File: config.mk
export PLATFORM = sky130hd
export DESIGN_NAME = ddr_burst_seq
export DESIGN_NICKNAME = d
export VERILOG_FILES = /design/src/rtl/ddr_burst_seq.sv
export SDC_FILE = /design/constraint.sdc
export NUM_CORES = 1
export LEC_CHECK = 0
export ABC_CLOCK_PERIOD_IN_PS = 2440
export BUFFER_PORTS_ARGS = -buffer_cell sky130_fd_sc_hd__buf_4
export CORE_ASPECT_RATIO = 0.7
export CORE_MARGIN = 2
export CORE_UTILIZATION = 40
export CTS_BUF_LIST = sky130_fd_sc_hd__clkbuf_4
export DETAILED_ROUTE_END_ITERATION = 8
export PLACE_DENSITY_LB_ADDON = 0.12
export SETUP_SLACK_MARGIN = 0.05
export SYNTH_ARGS = -nofsm -noshare
export SYNTH_HDL_FRONTEND = slang
export SYNTH_SLANG_ARGS = --single-unit
File: constraint.sdc
create_clock -name clk -period 2.44 [get_ports clk]
set_clock_uncertainty 0.05 [all_clocks]
set_input_delay 0.488 -clock clk [delete_from_list [all_inputs] [get_ports clk]]
set_output_delay 0.488 -clock clk [all_outputs]
set_load 0.01 [all_outputs]
File: src/rtl/ddr_burst_seq.sv
module ddr_burst_seq #(
  parameter int COL_W  = 10,
  parameter int ADDR_W = 13
) (
  input  logic              clk,
  input  logic              rst_n,
  input  logic              mode_ld,
  input  logic [1:0]        mode_ba,
  input  logic [ADDR_W-1:0] mode_addr,
  input  logic              cmd_vld,
  input  logic              cmd_wr,
  input  logic [COL_W-1:0]  cmd_col,
  output logic              beat_vld,
  output logic [COL_W-1:0]  beat_col,
  output logic              beat_last,
  output logic              beat_wr,
  output logic              mode_err,
  output logic [2:0]        rd_lat
);
  localparam int OFS_W = 3;
  localparam logic [5:0] OP_DLL = 6'b000010;

  logic             mode_ok, err_q, intl_cfg, intl_q, wr_q, act;
  logic [2:0]       len_cfg, lat_q, cnt, mask_q, cfg_mask, s, off;
  logic [COL_W-1:0] col_q;

  wire       ld_base = mode_ld && (mode_ba == 2'b00);
  wire [2:0] f_len   = mode_addr[2:0];
  wire [2:0] f_lat   = mode_addr[6:4];
  wire [5:0] f_op    = mode_addr[12:7];
  wire       len_ok  = (f_len == 3'b001) || (f_len == 3'b010) || (f_len == 3'b011);
  wire       lat_ok  = (f_lat == 3'b010) || (f_lat == 3'b110);
  wire       op_ok   = (f_op == 6'b0) || (f_op == OP_DLL);
  wire       ld_ok   = len_ok && lat_ok && op_ok;

  always_comb begin
    case (len_cfg)
      3'b001:  cfg_mask = 3'b001;
      3'b010:  cfg_mask = 3'b011;
      default: cfg_mask = 3'b111;
    endcase
  end

  assign beat_last = act && (cnt == mask_q);
  wire   accept    = cmd_vld && mode_ok && (!act || beat_last);

  always_ff @(posedge clk or negedge rst_n) begin
    if (!rst_n) begin
      mode_ok  <= 1'b0;
      err_q    <= 1'b0;
      lat_q    <= '0;
      len_cfg  <= '0;
      intl_cfg <= 1'b0;
    end else if (ld_base) begin
      mode_ok  <= ld_ok;
      err_q    <= !ld_ok;
      lat_q    <= f_lat;
      len_cfg  <= f_len;
      intl_cfg <= mode_addr[3];
    end
  end

  always_ff @(posedge clk or negedge rst_n) begin
    if (!rst_n) begin
      act    <= 1'b0;
      cnt    <= '0;
      mask_q <= '0;
      intl_q <= 1'b0;
      wr_q   <= 1'b0;
      col_q  <= '0;
    end else if (accept) begin
      act    <= 1'b1;
      cnt    <= '0;
      mask_q <= cfg_mask;
      intl_q <= intl_cfg;
      wr_q   <= cmd_wr;
      col_q  <= cmd_col;
    end else if (beat_last) begin
      act <= 1'b0;
    end else if (act) begin
      cnt <= cnt + 3'd1;
    end
  end

  assign s   = col_q[OFS_W-1:0] & mask_q;
  assign off = intl_q ? (s ^ cnt) : ((s + cnt) & mask_q);

  assign beat_vld = act;
  assign beat_wr  = wr_q;
  assign beat_col = {col_q[COL_W-1:OFS_W], (col_q[OFS_W-1:0] & ~mask_q) | (off & mask_q)};
  assign mode_err = err_q;
  assign rd_lat   = lat_q;
endmodule


Word level (Yosys, flattened, before mapping)
Index checks and enable logic that the tools add are counted.
{ "totals": {"reg_bits": 28, "input_bits": 30, "output_inout_bits": 17, "elab_cells": 55} }
{ "classes": {"add_sub_neg": 2, "eq_ne": 10, "n_mux": 7, "bitwise": 7, "reduce_logical": 18} }
{ "op_table": {"columns": ["operator", "count"], "rows": [
  ["$and A3 B3 Y3", 4],
  ["$eq A3 B2 Y1 const B", 4],
  ["$mux W3", 4],
  ["$eq A3 B1 Y1 const B", 2],
  ["$eq A6 B2 Y1 const B", 1],
  ["$logic_and A1 B1 Y1", 6],
  ["$logic_not A6 Y1", 1],
  ["$pmux W3 S2", 1],
  ["$logic_or A1 B1 Y1", 5],
  ["$reduce_bool A2 Y1", 2],
  ["$add A3 B1 Y3 const B", 1],
  ["$add A3 B3 Y3", 1],
  ["$eq A3 B3 Y1", 1],
  ["$eq A3 B3 Y1 const B", 1],
  ["$not A3 Y3", 1],
  ["$or A3 B3 Y3", 1],
  ["$xor A3 B3 Y3", 1],
  ["$logic_not A1 Y1", 2],
  ["$logic_not A2 Y1", 1],
  ["$mux W1", 2],
  ["$ne A2 B1 Y1 const B", 1],
  ["$reduce_and A2 Y1", 1]
]} }

Depth between registers and ports, before layout
{ "depth": {"depth_word": 6, "mapped_depth": 7, "mapped_depth_nobuf": 7} }

Worst setup path before layout
Ideal clock, no wire load.
{ "synth_path": {"path_kind": "register to output", "from": "register mask_q[0]", "to": "output beat_col[2]", "arrival_ps": 1724, "t_required_ps": 1902, "path_slack_ps": 178, "stages_incl_launch_ff": 8, "n_path_buf": 0, "path_cell_list": "dfrtp_1 > and2_1 > ha_1 > inv_1 > fa_1 > or3_1 > a21oi_1 > xor2_1"} }
{ "synth_between": {"elab_chain_cells": 6} }
{ "synth_lines": {"columns": ["element", "line_no", "rtl"], "rows": [
  ["start, declared", "24", "logic [2:0] len_cfg, lat_q, cnt, mask_q, cfg_mask, s, off;"],
  ["start signal, assigned", "74", "mask_q <= cfg_mask;"],
  ["$and A3 B3 Y3", "85", "assign s = col_q[OFS_W-1:0] & mask_q;"],
  ["$add A3 B3 Y3", "86", "assign off = intl_q ? (s ^ cnt) : ((s + cnt) & mask_q);"],
  ["$and A3 B3 Y3", "86", null],
  ["$mux W3", "86", null],
  ["$and A3 B3 Y3", "90", "assign beat_col = {col_q[COL_W-1:OFS_W], (col_q[OFS_W-1:0] & ~mask_q) | (off & mask_q)};"],
  ["$or A3 B3 Y3", "90", null],
  ["end, declared", "14", "output logic [COL_W-1:0] beat_col,"]
]} }
No other way between the ends.

Worst setup path in the final report
{ "layout_path": {"from": "register col_q[0]", "to": "output beat_col[2]"} }
{ "layout_between": {"elab_chain_cells": 6} }
{ "layout_lines": {"columns": ["element", "line_no", "rtl"], "rows": [
  ["start, declared", "25", "logic [COL_W-1:0] col_q;"],
  ["start signal, assigned", "77", "col_q <= cmd_col;"],
  ["$and A3 B3 Y3", "85", null],
  ["$add A3 B3 Y3", "86", null],
  ["$and A3 B3 Y3", "86", null],
  ["$mux W3", "86", null],
  ["$and A3 B3 Y3", "90", null],
  ["$or A3 B3 Y3", "90", null]
]} }
No other way between the ends.

==> run_results.csv <==
group,metric,value,unit
pwr,p_per_area,1125,mW/mm2
clocking,cts_tree,"built",
die,io_pins,47,
worst_hold_path,worstHoldStart,"cmd_col[7]",
detailed_routing,vias_per_cell,5.005,
sta,relSlewSlack,52.04,%
global_route,track_usage,15.61,%
sta,worstMarginPinSlew,0.7134,ns
synthesis,ys_ff_latch,28,
global_route,overflow,0,
worst_setup_path,start_kind,"flop",
die,die-area,0.003873,mm2
clocking,cts_made_buffers,3,
synthesis,synthesis.area,0.001354,mm2
final_layout,fin_nets,187,
final_layout,num_antenna_cells,0,
placement,dpl.hpwl,1.919,mm
worst_setup_path,critical_path.cell_chain,"and2_4 > ha_4 > inv_2 > fa_2 > or3_4 > a21oi_2 > xor2_1 > buf_4",
pwr,p_leak,0.8660,nW
sta,rsz0062_at_grt,"true",
clocking,clock_latency,0.33,ns
clocking,post_cts_buffers,0,
detailed_routing,top_layer_used,"met4",
synthesis,synth_cells,105,
worst_hold_path,min_path_type,"in -> reg",
sta,timing.final.crit_period,2.661,ns
pwr,ir_drop,424.1,uV
placement,port_buffers,45,
synthesis,yosys_warnings,0,
run_status,status,"finished with violations",
worst_hold_path,hold_end,"col_q[7]$_DFFE_PN0P_",
die,initial_core_util,42.43,%
placement,gp_routability_congestion,0.7536,
final_layout,fillers,265,
die,die_y,52.68,um
worst_setup_path,reg2reg_slack,0.33,ns
detailed_routing,wl_met3,156,um
synthesis,ys_types,27,
final_layout,final_layout_size_suffix_gt1_share,57.24,%
worst_setup_path,slowest_stage,"dfrtp_1",
final_layout,syn2layout_area_growth,32.53,%
synthesis,synth_nets,139,
worst_setup_path,cp_top_family,"simple AND/OR/NAND/NOR gates",
sta,fmax,0.3758,GHz
detailed_routing,wl_met1,1.159,mm
die,core,0.003191,mm2
synthesis,synth_seq_area_share,51.76,%
detailed_routing,drt_iter0_markers,52,
sta,slew_violations,0,
worst_setup_path,r2r_end,"col_q[8]$_DFFE_PN0P_",
worst_setup_path,critPathMaxFanout,3,
final_layout,finalNonFillerCells,190,
sta,setup_slack,-0.2212,ns
global_route,grt_max_degree,29,
final_layout,multi_input_comb_area,604.3,um2
placement,dp_cells,185,
global_route,grt_pass1_vias,991,
worst_setup_path,worst-path-buf-inv,2,
global_route,grt_pass1_wl,4.491,mm
clocking,cts_max_path_buffers,2,
run,max-cap-violations,0,
final_layout,finalInstanceArea,0.001794,mm2
detailed_routing,dr.pass1.iters,4,
detailed_routing,wl,2.638,mm
global_route,antenna_found_initial,0,
worst_setup_path,reg2regPathDepth,5,
worst_setup_path,crit_arrival,2.12,ns
detailed_routing,vias,951,
worst_setup_path,slowest_delay,0.39,ns
worst_setup_path,crit_type,"reg -> out",
worst_setup_path,crit_path_end_kind,"primary output",
clocking,ctsHtreeMaxLevel,1,
final_layout,regArea,700.7,um2
clocking,clk_pin_slew_worst_paths,0.15,ns
detailed_routing,wl_per_cell,13.88,um
worst_setup_path,required,1.90,ns
worst_setup_path,rr_startpoint,"cnt[0]$_DFFE_PN0P_",
detailed_routing,dr_wl_met2,1.298,mm
run_status,violations,"setup timing",
detailed_routing,drc,0,
worst_hold_path,hold_depth,2,
clocking,cts_sinks,28,
sta,finalCritPeriodShare,109.1,%
sta,hold_viol,0,
die,rows,17,
die,die_w,73.54,um
sta,setup_violations,2,
placement,placedInstanceArea,0.001717,mm2
synthesis,syn_area_per_cell,12.89,um2
detailed_routing,ant_nets,0,
pwr,total_power,0.002019,W
clocking,cts_root_buf,"clkbuf_4",
-- cells in the final DEF (no fill, tap or decap), types with 3 or more instances in the layout --
cell type   n
mux2i_1     4
mux2_2     21
inv_1       5
clkbuf_4    3
xor2_1      4
dfrtp_1    28
nand2_1     6
a21oi_2     3
buf_4      51
-- cell families (layout without fill, tap and decap cells) --
family | count (synthesis) | in the layout | share of synthesized area [%]
buffers and inverters | 15 | 62 | 6.654
adder cells (fa/ha/maj) | 4 | 4 | 4.252
AO/OA/AOI/OAI | 9 | 9 | 5.638
flip-flops | 28 | 28 | 51.76
AND/OR/NAND/NOR | 18 | 18 | 7.395
XOR/XNOR | 6 | 6 | 3.882
multiplexers | 25 | 25 | 20.43
-- metrics by stage --
stage / worst slack (ns) / utilization, % / hold slack (ns) / TNS [ns]
2_1_floorplan: 0.1781 / - / 0.1424 / 0
6_report: -0.2212 / 56.24 / 0.3251 / -0.3578
3_5_place_dp: 0.05856 / 53.80 / 0.3779 / 0
4_1_cts: -0.2769 / 55.22 / 0.3121 / -0.4895
3_3_place_gp: 0.1099 / 53.80 / 0.3786 / 0
5_1_grt: -0.3825 / 56.24 / 0.2925 / -0.5908
-- report_power, final --
part | internal (W) | switching [W] | total (W) | leakage [nW]
Clock | 0.0000601 | 0.000135 | 0.000196 | 0.0154
Combinational | 0.000571 | 0.000487 | 0.00106 | 0.517
Sequential | 0.000637 | 0.000128 | 0.000765 | 0.333
-- synth_stat cells --
master	number	area [um2]
dfrtp_1	28	700.7
mux2_2	21	236.5
buf_4	7	52.55
inv_1	6	22.52
nand2_1	6	22.52
mux2i_1	4	40.04
xor2_1	4	35.03
a21oi_1	3	15.01
ha_1	3	37.54
nor2_1	3	11.26
nor4b_1	2	17.52
o21ai_0	2	10.01
xnor2_1	2	17.52
and2_1	1	6.260
buf_6	1	11.26
clkbuf_1	1	3.750
fa_1	1	20.02
nand3b_1	1	7.510
nor3b_1	1	7.510
nor4_1	1	6.260
o2111ai_1	1	8.760
o21a_1	1	7.510
o31ai_1	1	7.510
o41ai_4	1	27.53
or2_2	1	6.260
or3_1	1	6.260
or3b_2	1	8.760
-- flip-flops by register name (all words and copies together), names as in the netlist, 3 cells and up --
name,cells
rd_lat,3
cnt,3
col_q,10
mask_q,3
len_cfg,3
-- metal layers --
metal	GRT usage, %	vias up
li1	-	452
met1	20.39	465
met2	25.45	30
met3	5.000	4
met4	3.333	0
met5	0	-
-- how the worst max path moves through the flow --
stage | cells past startpoint | start | end
6_report | 8 | col_q[0]$_DFFE_PN0P_ | beat_col[2]
3_3_place_gp | 8 | col_q[0]$_DFFE_PN0P_ | beat_col[2]
4_1_cts | 8 | col_q[0]$_DFFE_PN0P_ | beat_col[2]
3_5_place_dp | 8 | col_q[0]$_DFFE_PN0P_ | beat_col[2]
2_1_floorplan | 7 | mask_q[0]$_DFFE_PN0P_ | beat_col[2]
5_1_grt | 8 | col_q[0]$_DFFE_PN0P_ | beat_col[2]
-- repair_timing --
action / 4_1_cts / 5_1_grt
hold endpoints to repair: 15 / 0
pin swaps: 4 / 2
endpoints found under the setup margin: 2 / 2
resized for setup: 3 / 8
hold buffers: 1 / 0
-- layout make-up --
cell class,instances,share of cell area [%]
Multi-Input combinational cell,62,33.68
Sequential cell,28,39.05
Tap cell,38,2.650
Timing Repair Buffer,52,21.90
Clock inverter,1,0.2092
Clock buffer,3,1.255
Inverter,6,1.255
Note: power is estimated with default switching activity, not from simulation.
